**config.mk**
```make
export PLATFORM = sky130hd
export DESIGN_NAME = grayscale_pwm_engine
export DESIGN_NICKNAME = d
export VERILOG_FILES = /design/src/rtl/grayscale_pwm_pkg.sv /design/src/rtl/bright_shifter.sv /design/src/rtl/bright_store.sv /design/src/rtl/pwm_counter.sv /design/src/rtl/chan_stagger.sv /design/src/rtl/grayscale_pwm_engine.sv
export SDC_FILE = /design/constraint.sdc
export NUM_CORES = 1
export LEC_CHECK = 0
export CAP_MARGIN = 20
export CORE_MARGIN = 2
export CORE_UTILIZATION = 50
export DETAILED_ROUTE_END_ITERATION = 10
export PLACE_DENSITY_LB_ADDON = 0.08
export SLEW_MARGIN = 20
export SYNTH_ARGS = -nofsm -noshare
export SYNTH_HDL_FRONTEND = slang
export SYNTH_SLANG_ARGS = --single-unit
export TNS_END_PERCENT = 100
```
**constraint.sdc**
```tcl
create_clock -name clk -period 11.9 [get_ports clk]
set_input_delay 1.19 -clock clk [delete_from_list [all_inputs] [get_ports clk]]
set_output_delay 1.19 -clock clk [all_outputs]
set_load 0.03 [all_outputs]
```
**src/rtl/grayscale_pwm_pkg.sv**
```systemverilog
// Shared sizing defaults for the grayscale PWM engine.
package grayscale_pwm_pkg;
    localparam int CH_N_DEF     = 16;  // number of output channels
    localparam int WORD_W_DEF   = 16;  // brightness word / wide counter width
    localparam int NARROW_W_DEF = 12;  // reduced counter width
endpackage

```
**src/rtl/bright_shifter.sv**
```systemverilog
// Serial-in word assembler. Shifts one bit per enabled cycle, MSB first.
// Assumes the caller sends exactly W bits per word.
module bright_shifter #(
    parameter int W = 16
) (
    input  logic         clk,
    input  logic         rst_n,
    input  logic         shift_en,
    input  logic         bit_in,
    output logic [W-1:0] word_out
);
    logic [W-1:0] sh_q;

    // shift the new bit in at the LSB end so the first bit ends at the MSB
    always_ff @(posedge clk) begin
        if (!rst_n)        sh_q <= '0;
        else if (shift_en) sh_q <= {sh_q[W-2:0], bit_in};
    end

    assign word_out = sh_q;
endmodule

```
**src/rtl/bright_store.sv**
```systemverilog
// Double-buffered brightness storage: a staging chain for channels
// NCH-1..1, filled by push, and active registers written by commit.
// Assumes push and commit are never high in the same cycle.
module bright_store #(
    parameter int NCH = 16,
    parameter int W   = 16
) (
    input  logic           clk,
    input  logic           rst_n,
    input  logic           push,
    input  logic           commit,
    input  logic [W-1:0]   word_in,
    output logic [NCH*W-1:0] active_flat
);
    logic [W-1:0] stage_q [1:NCH-1];
    logic [W-1:0] act_q   [0:NCH-1];

    for (genvar i = 1; i < NCH; i++) begin : g_stage
        // staging entry i takes the new word (i==1) or the entry below it
        always_ff @(posedge clk) begin
            if (!rst_n)    stage_q[i] <= '0;
            else if (push) stage_q[i] <= (i == 1) ? word_in : stage_q[(i == 1) ? 1 : i-1];
        end
    end

    for (genvar i = 0; i < NCH; i++) begin : g_active
        // active register i loads on commit: channel 0 from the shifter
        always_ff @(posedge clk) begin
            if (!rst_n)      act_q[i] <= '0;
            else if (commit) act_q[i] <= (i == 0) ? word_in : stage_q[(i == 0) ? 1 : i];
        end
        assign active_flat[i*W +: W] = act_q[i];
    end
endmodule

```
**src/rtl/pwm_counter.sv**
```systemverilog
// Free-running grayscale counter advanced by a tick strobe; the wrap
// point is 2^W-1 or, in narrow mode, 2^NW-1 with the upper bits held at 0.
module pwm_counter #(
    parameter int W  = 16,
    parameter int NW = 12
) (
    input  logic         clk,
    input  logic         rst_n,
    input  logic         tick,
    input  logic         narrow,
    output logic [W-1:0] count
);
    localparam int HI_W = W - NW;

    logic [W-1:0]  cnt_q;
    logic [NW-1:0] low_next;
    logic [W-1:0]  cnt_next;

    // next value per mode; both wrap by natural overflow
    always_comb begin
        low_next = cnt_q[NW-1:0] + 1'b1;
        cnt_next = narrow ? {{HI_W{1'b0}}, low_next} : cnt_q + 1'b1;
    end

    // advance only on a tick
    always_ff @(posedge clk) begin
        if (!rst_n)    cnt_q <= '0;
        else if (tick) cnt_q <= cnt_next;
    end

    assign count = cnt_q;
endmodule

```
**src/rtl/chan_stagger.sv**
```systemverilog
// Per-channel turn-on stagger: channel n passes through an n-deep shift
// chain clocked by the tick strobe; bypass routes raw values straight out.
module chan_stagger #(
    parameter int NCH = 16
) (
    input  logic           clk,
    input  logic           rst_n,
    input  logic           tick,
    input  logic           bypass,
    input  logic [NCH-1:0] raw_in,
    output logic [NCH-1:0] dly_out
);
    logic [NCH-1:0] delayed;

    for (genvar i = 0; i < NCH; i++) begin : g_ch
        if (i == 0) begin : g_direct
            assign delayed[i] = raw_in[i];
        end else begin : g_chain
            logic [i-1:0] sr_q;
            logic [i:0]   sr_next;
            assign sr_next = {sr_q, raw_in[i]};
            // one stage per tick; oldest sample leaves at the top bit
            always_ff @(posedge clk) begin
                if (!rst_n)    sr_q <= '0;
                else if (tick) sr_q <= sr_next[i-1:0];
            end
            assign delayed[i] = sr_q[i-1];
        end
    end

    assign dly_out = bypass ? raw_in : delayed;
endmodule

```
**src/rtl/grayscale_pwm_engine.sv**
```systemverilog
// Top of the grayscale PWM engine: serial word loader, double-buffered
// brightness store, tick-driven counter, per-channel compare, stagger
// and switch gating. Single clock; the PWM clock arrives as pwm_tick.
module grayscale_pwm_engine
    import grayscale_pwm_pkg::*;
#(
    parameter int CH_N     = CH_N_DEF,
    parameter int WORD_W   = WORD_W_DEF,
    parameter int NARROW_W = NARROW_W_DEF
) (
    input  logic              clk,
    input  logic              rst_n,
    input  logic              sdi_bit,
    input  logic              sdi_valid,
    input  logic              data_latch,
    input  logic              global_latch,
    input  logic              mode_12b,
    input  logic              stagger_off,
    input  logic              pwm_tick,
    input  logic [CH_N-1:0]   switch_en,
    output logic [CH_N-1:0]   chan_on
);
    localparam int HI_W = WORD_W - NARROW_W;
    localparam logic [WORD_W-1:0] NARROW_MASK = {{HI_W{1'b0}}, {NARROW_W{1'b1}}};

    logic [WORD_W-1:0]      shift_word;
    logic [CH_N*WORD_W-1:0] bright_flat;
    logic [WORD_W-1:0]      pwm_count;
    logic [WORD_W-1:0]      cmp_mask;
    logic [CH_N-1:0]        raw_on;
    logic [CH_N-1:0]        staged_on;

    bright_shifter #(.W(WORD_W)) shifter_i (
        .clk(clk), .rst_n(rst_n), .shift_en(sdi_valid),
        .bit_in(sdi_bit), .word_out(shift_word)
    );

    bright_store #(.NCH(CH_N), .W(WORD_W)) store_i (
        .clk(clk), .rst_n(rst_n), .push(data_latch), .commit(global_latch),
        .word_in(shift_word), .active_flat(bright_flat)
    );

    pwm_counter #(.W(WORD_W), .NW(NARROW_W)) counter_i (
        .clk(clk), .rst_n(rst_n), .tick(pwm_tick),
        .narrow(mode_12b), .count(pwm_count)
    );

    // compare mask drops the upper brightness bits in narrow mode
    assign cmp_mask = mode_12b ? NARROW_MASK : '1;

    for (genvar i = 0; i < CH_N; i++) begin : g_cmp
        assign raw_on[i] = (pwm_count & cmp_mask) < (bright_flat[i*WORD_W +: WORD_W] & cmp_mask);
    end

    chan_stagger #(.NCH(CH_N)) stagger_i (
        .clk(clk), .rst_n(rst_n), .tick(pwm_tick), .bypass(stagger_off),
        .raw_in(raw_on), .dly_out(staged_on)
    );

    assign chan_on = staged_on & switch_en;
endmodule

```
==> impl_metrics.env, run 1 <==
export IMPL_synth_area_leaders="edfxtp_1 (49%), and3_1 (10%), dfxtp_1 (9.9%)"
export IMPL_p_clk_share_pct=42.9
export IMPL_drive_gt1_share_pct=6.044
export IMPL_path_delay_family="buffers and inverters"
export IMPL_r2r_cells=7
export IMPL_swShare_pct=22.49
export IMPL_grt_pass1_wl_um=110100
export IMPL_crit_path_start_kind="input pin"
export IMPL_hold_viol_final=0
export IMPL_final_area_sq_um=34100
export IMPL_rows=90
export IMPL_antenna_found_initial=0
export IMPL_final_max_slew_viol_count=0
export IMPL_p_leak_nw=15.66
export IMPL_grt_pass1_vias=18804
export IMPL_drc=0
export IMPL_grt_usage_pct=22.43
export IMPL_max_cap_violations=0
export IMPL_whs_ns=0.4723
export IMPL_cp_common_cell="buf_4"
export IMPL_synthFlopType="edfxtp_1"
export IMPL_placed_cells=3234
export IMPL_reg2reg_to="stagger_i.g_ch[6].g_chain.sr_q[0]$_SDFFE_PN0P_"
export IMPL_dieArea_sq_um=63390
export IMPL_yosys_area_top_type_share_pct=48.52
export IMPL_cts_resized=0
export IMPL_ys_async_sr_fraction_pct=0
export IMPL_fin_worst_skew_ns=0.01655
export IMPL_ys_warn_count=0
export IMPL_cp_slowest_stage_delay_ns=0.81
export IMPL_cts_tree="built"
export IMPL_place_hpwl_um=41550
export IMPL_die_h_um=251.8
export IMPL_viasPerCell=5.698
export IMPL_synth_top_cell_by_area="edfxtp_1"
export IMPL_cts_hold_buf=0
export IMPL_tightest_slew_ns=1.076
export IMPL_cts_root_buf="clkbuf_16"
export IMPL_max_slew_margin_pct=28.28
export IMPL_synthCells=2534
export IMPL_p_per_area_nw_per_um2=150.3
export IMPL_layout_setup_ws_ns=5.681
export IMPL_rrSetupSlack_ns=9.22
export IMPL_port_buffers=40
export IMPL_power_frac_seq_pct=50.7
export IMPL_cp_num_buf_inv=4
export IMPL_routed_wl_um=70760
export IMPL_ys_ff_latch=648
export IMPL_worst_setup_path_type="in2out"
export IMPL_ir_drop_mv=0.1063
export IMPL_cp_cell_sequence="buf_2, buf_4, nor2b_2, buf_4, ha_1, nand4_1, nor2_1, or3_1, o41ai_1, clkdlybuf4s50_1"
export IMPL_vias=19164
export IMPL_cts_buffers=71
export IMPL_drtPass1Iterations=5
export IMPL_finalCriticalPeriod_ns=6.219
export IMPL_status="finished clean"
export IMPL_holdPathStages=2
export IMPL_clock_path_buffers=3
export IMPL_endpoint_kind="output port"
export IMPL_p_comb_share_pct=6.5
export IMPL_hold_class="reg2reg"
export IMPL_p_int_mw=3.974
export IMPL_switchingPower_mw=1.153
export IMPL_avgSynthCellArea_sq_um=12.11
export IMPL_path_max_fanout=69
export IMPL_syn_area_sq_um=30700
export IMPL_place_ws_ns=5.612
export IMPL_setup_viol=0
export IMPL_cp_required_ns=10.71
export IMPL_nets=2792
export IMPL_grt_max_degree=263
export IMPL_start_util_pct=50.76
export IMPL_wl_per_cell_um=21.04
export IMPL_clkTransAtPathRegs_ns=0.06
export IMPL_cts_sinks=648
export IMPL_fp_dieW_um=251.8
export IMPL_synth_edf_count=496
export IMPL_cts_htree_levels=3
export IMPL_ant_nets=0
export IMPL_rsz0062_at_grt="false"
export IMPL_finalCritPeriodShare_pct=52.26
export IMPL_syn2layout_area_growth_pct=11.10
export IMPL_hold_end="stagger_i.g_ch[3].g_chain.sr_q[0]$_SDFFE_PN0P_"
export IMPL_r2r_start="counter_i.count[15]$_SDFFE_PN0P_"
export IMPL_syn_num_nets=2800
export IMPL_num_io_pins=41
export IMPL_hp_start="stagger_i.g_ch[3].g_chain.sr_q[0]$_SDFFE_PN0P_"
export IMPL_drtIter0Drc=1457
export IMPL_clock_latency_ns=0.60
export IMPL_n_antenna_cell=0
export IMPL_dpl_cell_area_sq_um=31780
export IMPL_core_region_area_sq_um=60470
export IMPL_max_freq_mhz=160.8
export IMPL_gp_congestion=0.8123
export IMPL_fin_cells=3363
export IMPL_cp_data_arrival_time_ns=5.03
export IMPL_post_cts_setup_buffers=0
export IMPL_slowest_stage="clkdlybuf4s50_1"
export IMPL_synth_cell_types=38
export IMPL_gr_total_overflow=0
export IMPL_ys_seq_area_share_pct=58.44
export IMPL_finalSetupTns_ns=0
[kinds of logic (layout without fill, tap and decap cells)]
group           Yosys count  in the layout  share of synthesized area, %
compound gates          233            233                         5.046
buf+inv                 334            381                         4.137
mux                     122            122                         3.978
flops                   648            648                         58.44
simple gates            943            943                         18.21
fa+ha+maj               241            241                         9.823
xor+xnor                 13             13                        0.3709
[per-layer routing]
layer	track usage (%)	up-vias	part of all wire (%)
li1	-	9252	-
met1	32.15	9396	47
met3	3.043	99	4.7
met4	6.695	0	2.2
met5	0	-	0
met2	35.69	417	46
[per-stage QoR]
step	util (%)	total power, mW
floorplan	-	2.874
global placement	52.55	2.969
detailed placement	52.55	2.977
CTS	56.36	5.178
global route	56.39	5.309
finish	56.39	5.127
[cell usage in the layout (no fill, tap or decap), drive strengths merged, types with 20 or more instances in the layout]
cell type | netlist | routed
and3 | 498 | 498
edfxtp | 496 | 496
ha | 241 | 241
inv | 178 | 181
dfxtp | 152 | 152
nor2b | 129 | 129
mux2i | 122 | 122
clkbuf | 143 | 98
nand2b | 79 | 79
nand2 | 76 | 76
a21oi | 73 | 73
nor2 | 51 | 51
buf | 13 | 40
o21ai | 37 | 37
clkdlybuf4s50 | 0 | 35
nor3 | 32 | 32
nand3b | 23 | 23
nand4 | 22 | 22
o41ai | 22 | 22
clkinv | 0 | 20
[sequential cells by signal, summed over array words and instances, names as in the netlist]
register,cells
store_i.stage_q,240
shifter_i.word_out,16
counter_i.count,16
store_i.act_q,256
stagger_i.g_ch.g_chain.sr_q,120
[Yosys cell counts (5+ instances only)]
| library cell | instances |
|---|---|
| o41ai_1 | 22 |
| nor3_1 | 32 |
| o221ai_1 | 11 |
| o21ai_0 | 37 |
| nand3b_1 | 23 |
| nand2_1 | 76 |
| o211ai_1 | 9 |
| mux2i_1 | 122 |
| nor2_1 | 51 |
| nand2b_1 | 79 |
| a21boi_1 | 5 |
| and2_1 | 10 |
| and3_1 | 498 |
| a21oi_1 | 73 |
| dfxtp_1 | 152 |
| nor2b_1 | 129 |
| inv_1 | 178 |
| a211o_1 | 16 |
| o2111ai_1 | 15 |
| clkbuf_1 | 143 |
| or3_1 | 13 |
| xnor2_1 | 7 |
| ha_1 | 241 |
| xor2_1 | 6 |
| buf_2 | 13 |
| a21o_1 | 17 |
| a211oi_1 | 17 |
| nand4_1 | 22 |
| edfxtp_1 | 496 |
[final cells by class]
type                    instances  area (sq um)
fillers                      4987         26370
clock inverters                30         306.5
inverters                     178         668.1
flip-flops and latches        648         17950
well taps                     782         978.4
multi-input cells            1552         11510
clock buffers                  98          1997
repair buffers                 75         691.9
[worst max-delay path by stage]
stage,startpoint,endpoint,slack [ns],cells past startpoint
floorplan,global_latch,store_i.act_q[0][0]$_SDFFCE_PN0P_,3.65,2
global placement,mode_12b,chan_on[5],5.66,10
detailed placement,mode_12b,chan_on[5],5.61,10
CTS,mode_12b,chan_on[5],5.59,10
global route,mode_12b,chan_on[5],5.60,10
finish,mode_12b,chan_on[5],5.68,10
[worst reg2reg max path: stages (launching register included)]
cell,delay [ns]
dfxtp_1,0.35
nor2b_2,0.59
buf_4,0.35
ha_1,0.29
nand4_1,0.16
nor2_1,0.08
or3_1,0.38
o41ai_1,0.37
[power by group through the flow]
| stage | combinational, mW | clock [mW] | sequential, mW |
|---|---|---|---|
| floorplan | 0.229 | 0 | 2.65 |
| global placement | 0.325 | 0 | 2.64 |
| detailed placement | 0.331 | 0 | 2.65 |
| CTS | 0.334 | 2.25 | 2.60 |
| global route | 0.369 | 2.33 | 2.61 |
| finish | 0.332 | 2.20 | 2.60 |
Note: power is estimated with default switching activity, not from simulation.
==> run 2, diff against run 1 <==
clock period = 5.6 ns   (was 11.9 ns; I/O delays follow)
==> run 2 against run 1 <==
Sequential power increased by 110%. Flip-flop and latch count unchanged. Sequential share of layout area decreased by 0.25 points. Core utilization increased by 0.26 points. Critical path type is now reg2out. Largest cell class unchanged.
==> impl_metrics.env, run 2 (synthesized netlist as in run 1, its figures left out) <==
export IMPL_ant_nets=0
export IMPL_drive_gt1_share_pct=6.219
export IMPL_hold_viol_final=0
export IMPL_rsz0062_at_grt="false"
export IMPL_finalCriticalPeriod_ns=4.620
export IMPL_status="finished clean"
export IMPL_fin_util_pct=56.65
export IMPL_layout_common_cells="and3_1 (498), edfxtp_1 (496), ha_1 (241)"
export IMPL_ir_drop_mv=0.1970
export IMPL_n_antenna_cell=0
export IMPL_port_buffers=40
export IMPL_clock_path_buffers=3
export IMPL_r2r_cells=6
export IMPL_cts_htree_levels=3
export IMPL_drtPass1Iterations=5
export IMPL_regMostFlops="store_i.act_q"
export IMPL_tightest_slew_ns=1.073
export IMPL_crit_path_start_kind="flop"
export IMPL_max_cap_violations=0
export IMPL_finalCritPeriodShare_pct=82.51
export IMPL_grt_pass1_vias=19253
export IMPL_grt_usage_pct=23.13
export IMPL_wl_per_cell_um=21.40
export IMPL_antenna_found_initial=0
export IMPL_nets=2795
export IMPL_setup_viol=0
export IMPL_slowest_stage="dfxtp_1"
export IMPL_grt_pass1_wl_um=112900
export IMPL_hold_class="reg2reg"
export IMPL_fp_dieW_um=251.8
export IMPL_gp_congestion=0.8097
export IMPL_start_util_pct=50.76
export IMPL_post_cts_setup_buffers=0
export IMPL_r2r_start="counter_i.count[2]$_SDFFE_PN0P_"
export IMPL_worst_setup_path_type="reg2out"
export IMPL_finalSetupTns_ns=0
export IMPL_core_region_area_sq_um=60470
export IMPL_die_h_um=251.8
export IMPL_viasPerCell=5.723
export IMPL_endpoint_kind="output port"
export IMPL_whs_ns=0.4838
export IMPL_gr_total_overflow=0
export IMPL_hold_end="stagger_i.g_ch[13].g_chain.sr_q[0]$_SDFFE_PN0P_"
export IMPL_clkTransAtPathRegs_ns=0.06
export IMPL_hp_start="stagger_i.g_ch[13].g_chain.sr_q[0]$_SDFFE_PN0P_"
export IMPL_path_max_fanout=11
export IMPL_cts_sinks=648
export IMPL_cp_required_ns=5.04
export IMPL_clock_latency_ns=0.61
export IMPL_cts_buffers=72
export IMPL_cts_hold_buf=0
export IMPL_drc=0
export IMPL_cp_data_arrival_time_ns=4.06
export IMPL_rrSetupSlack_ns=2.84
export IMPL_routed_wl_um=72140
export IMPL_cp_cell_sequence="buf_4, ha_1, nand2_1, nor3_1, or3_1, o41ai_1, clkdlybuf4s50_1"
export IMPL_p_leak_nw=15.73
export IMPL_max_slew_margin_pct=28.47
export IMPL_cp_slowest_stage_delay_ns=0.83
export IMPL_grt_max_degree=208
export IMPL_fin_worst_skew_ns=0.02646
export IMPL_syn2layout_area_growth_pct=11.61
export IMPL_max_freq_mhz=216.4
export IMPL_cts_tree="built"
export IMPL_final_common_cell="and3_1"
export IMPL_dieArea_sq_um=63390
export IMPL_p_per_area_nw_per_um2=322.0
export IMPL_rows=90
export IMPL_vias=19293
export IMPL_cts_root_buf="clkbuf_16"
export IMPL_largest_register_ffs=256
export IMPL_final_max_slew_viol_count=0
export IMPL_reg_largest_list="store_i.act_q (256), store_i.stage_q (240), stagger_i.g_ch.g_chain.sr_q (120)"
export IMPL_num_io_pins=41
export IMPL_holdPathStages=2
export IMPL_drtIter0Drc=1421
export IMPL_place_hpwl_um=43470
export IMPL_reg2reg_to="stagger_i.g_ch[9].g_chain.sr_q[0]$_SDFFE_PN0P_"
export IMPL_cts_resized=0
-- run 2: area by class of cell --
class	instances	area [sq um]
Tap cell	782	978.4
Timing Repair Buffer	77	747.0
Fill cell	5029	26210
Inverter	178	668.1
Sequential cell	648	17940
Clock buffer	107	2162
Multi-Input combinational cell	1552	11520
Clock inverter	27	245.2
-- run 2: layer usage --
layer  share of wire, %  wire length, um  GRT usage, %  vias up
met5                  0                0             0        -
met4                2.9             2118         8.199        0
met3                5.8             4185         4.395      125
met2                 46            33090         36.44      467
met1                 45            32760         32.12     9451
li1                   -                -             -     9250
-- run 2: critical path, delay by kind of cell, from the launching register on --
kind | cells | cell delay [ns]
AO/OA/AOI/OAI | 1 | 0.61
adder cells (fa/ha/maj) | 1 | 0.29
buffers and inverters | 2 | 1.18
flip-flops | 1 | 0.83
AND/OR/NAND/NOR | 3 | 0.52
-- run 2: power breakdown --
group	internal (mW)	total (mW)	switching [mW]
combinational	0.252	0.703	0.451
sequential	5.42	5.53	0.112
clock	2.86	4.80	1.93
-- run 2: worst max path at each step --
stage	slack [ns]	from	cells past startpoint	end
detailed placement	1.05	mode_12b	9	chan_on[4]
floorplan	0.99	data_latch	3	store_i.stage_q[10][0]$_SDFFCE_PN0P_
global placement	1.15	mode_12b	9	chan_on[4]
finish	0.98	counter_i.count[10]$_SDFFE_PN0P_	7	chan_on[4]
CTS	0.90	counter_i.count[10]$_SDFFE_PN0P_	7	chan_on[4]
global route	0.84	counter_i.count[2]$_SDFFE_PN0P_	6	chan_on[4]
-- run 2: per-stage QoR --
step	total power [mW]	setup slack, ns	instances	cell area [sq um]
floorplan	6.083	0.9937	2534	30700
global placement	6.319	1.151	3236	31820
detailed placement	6.336	1.054	3236	31820
CTS	11.14	0.8979	3370	34230
global route	11.42	0.8365	3371	34260
finish	11.03	0.9797	3371	34260
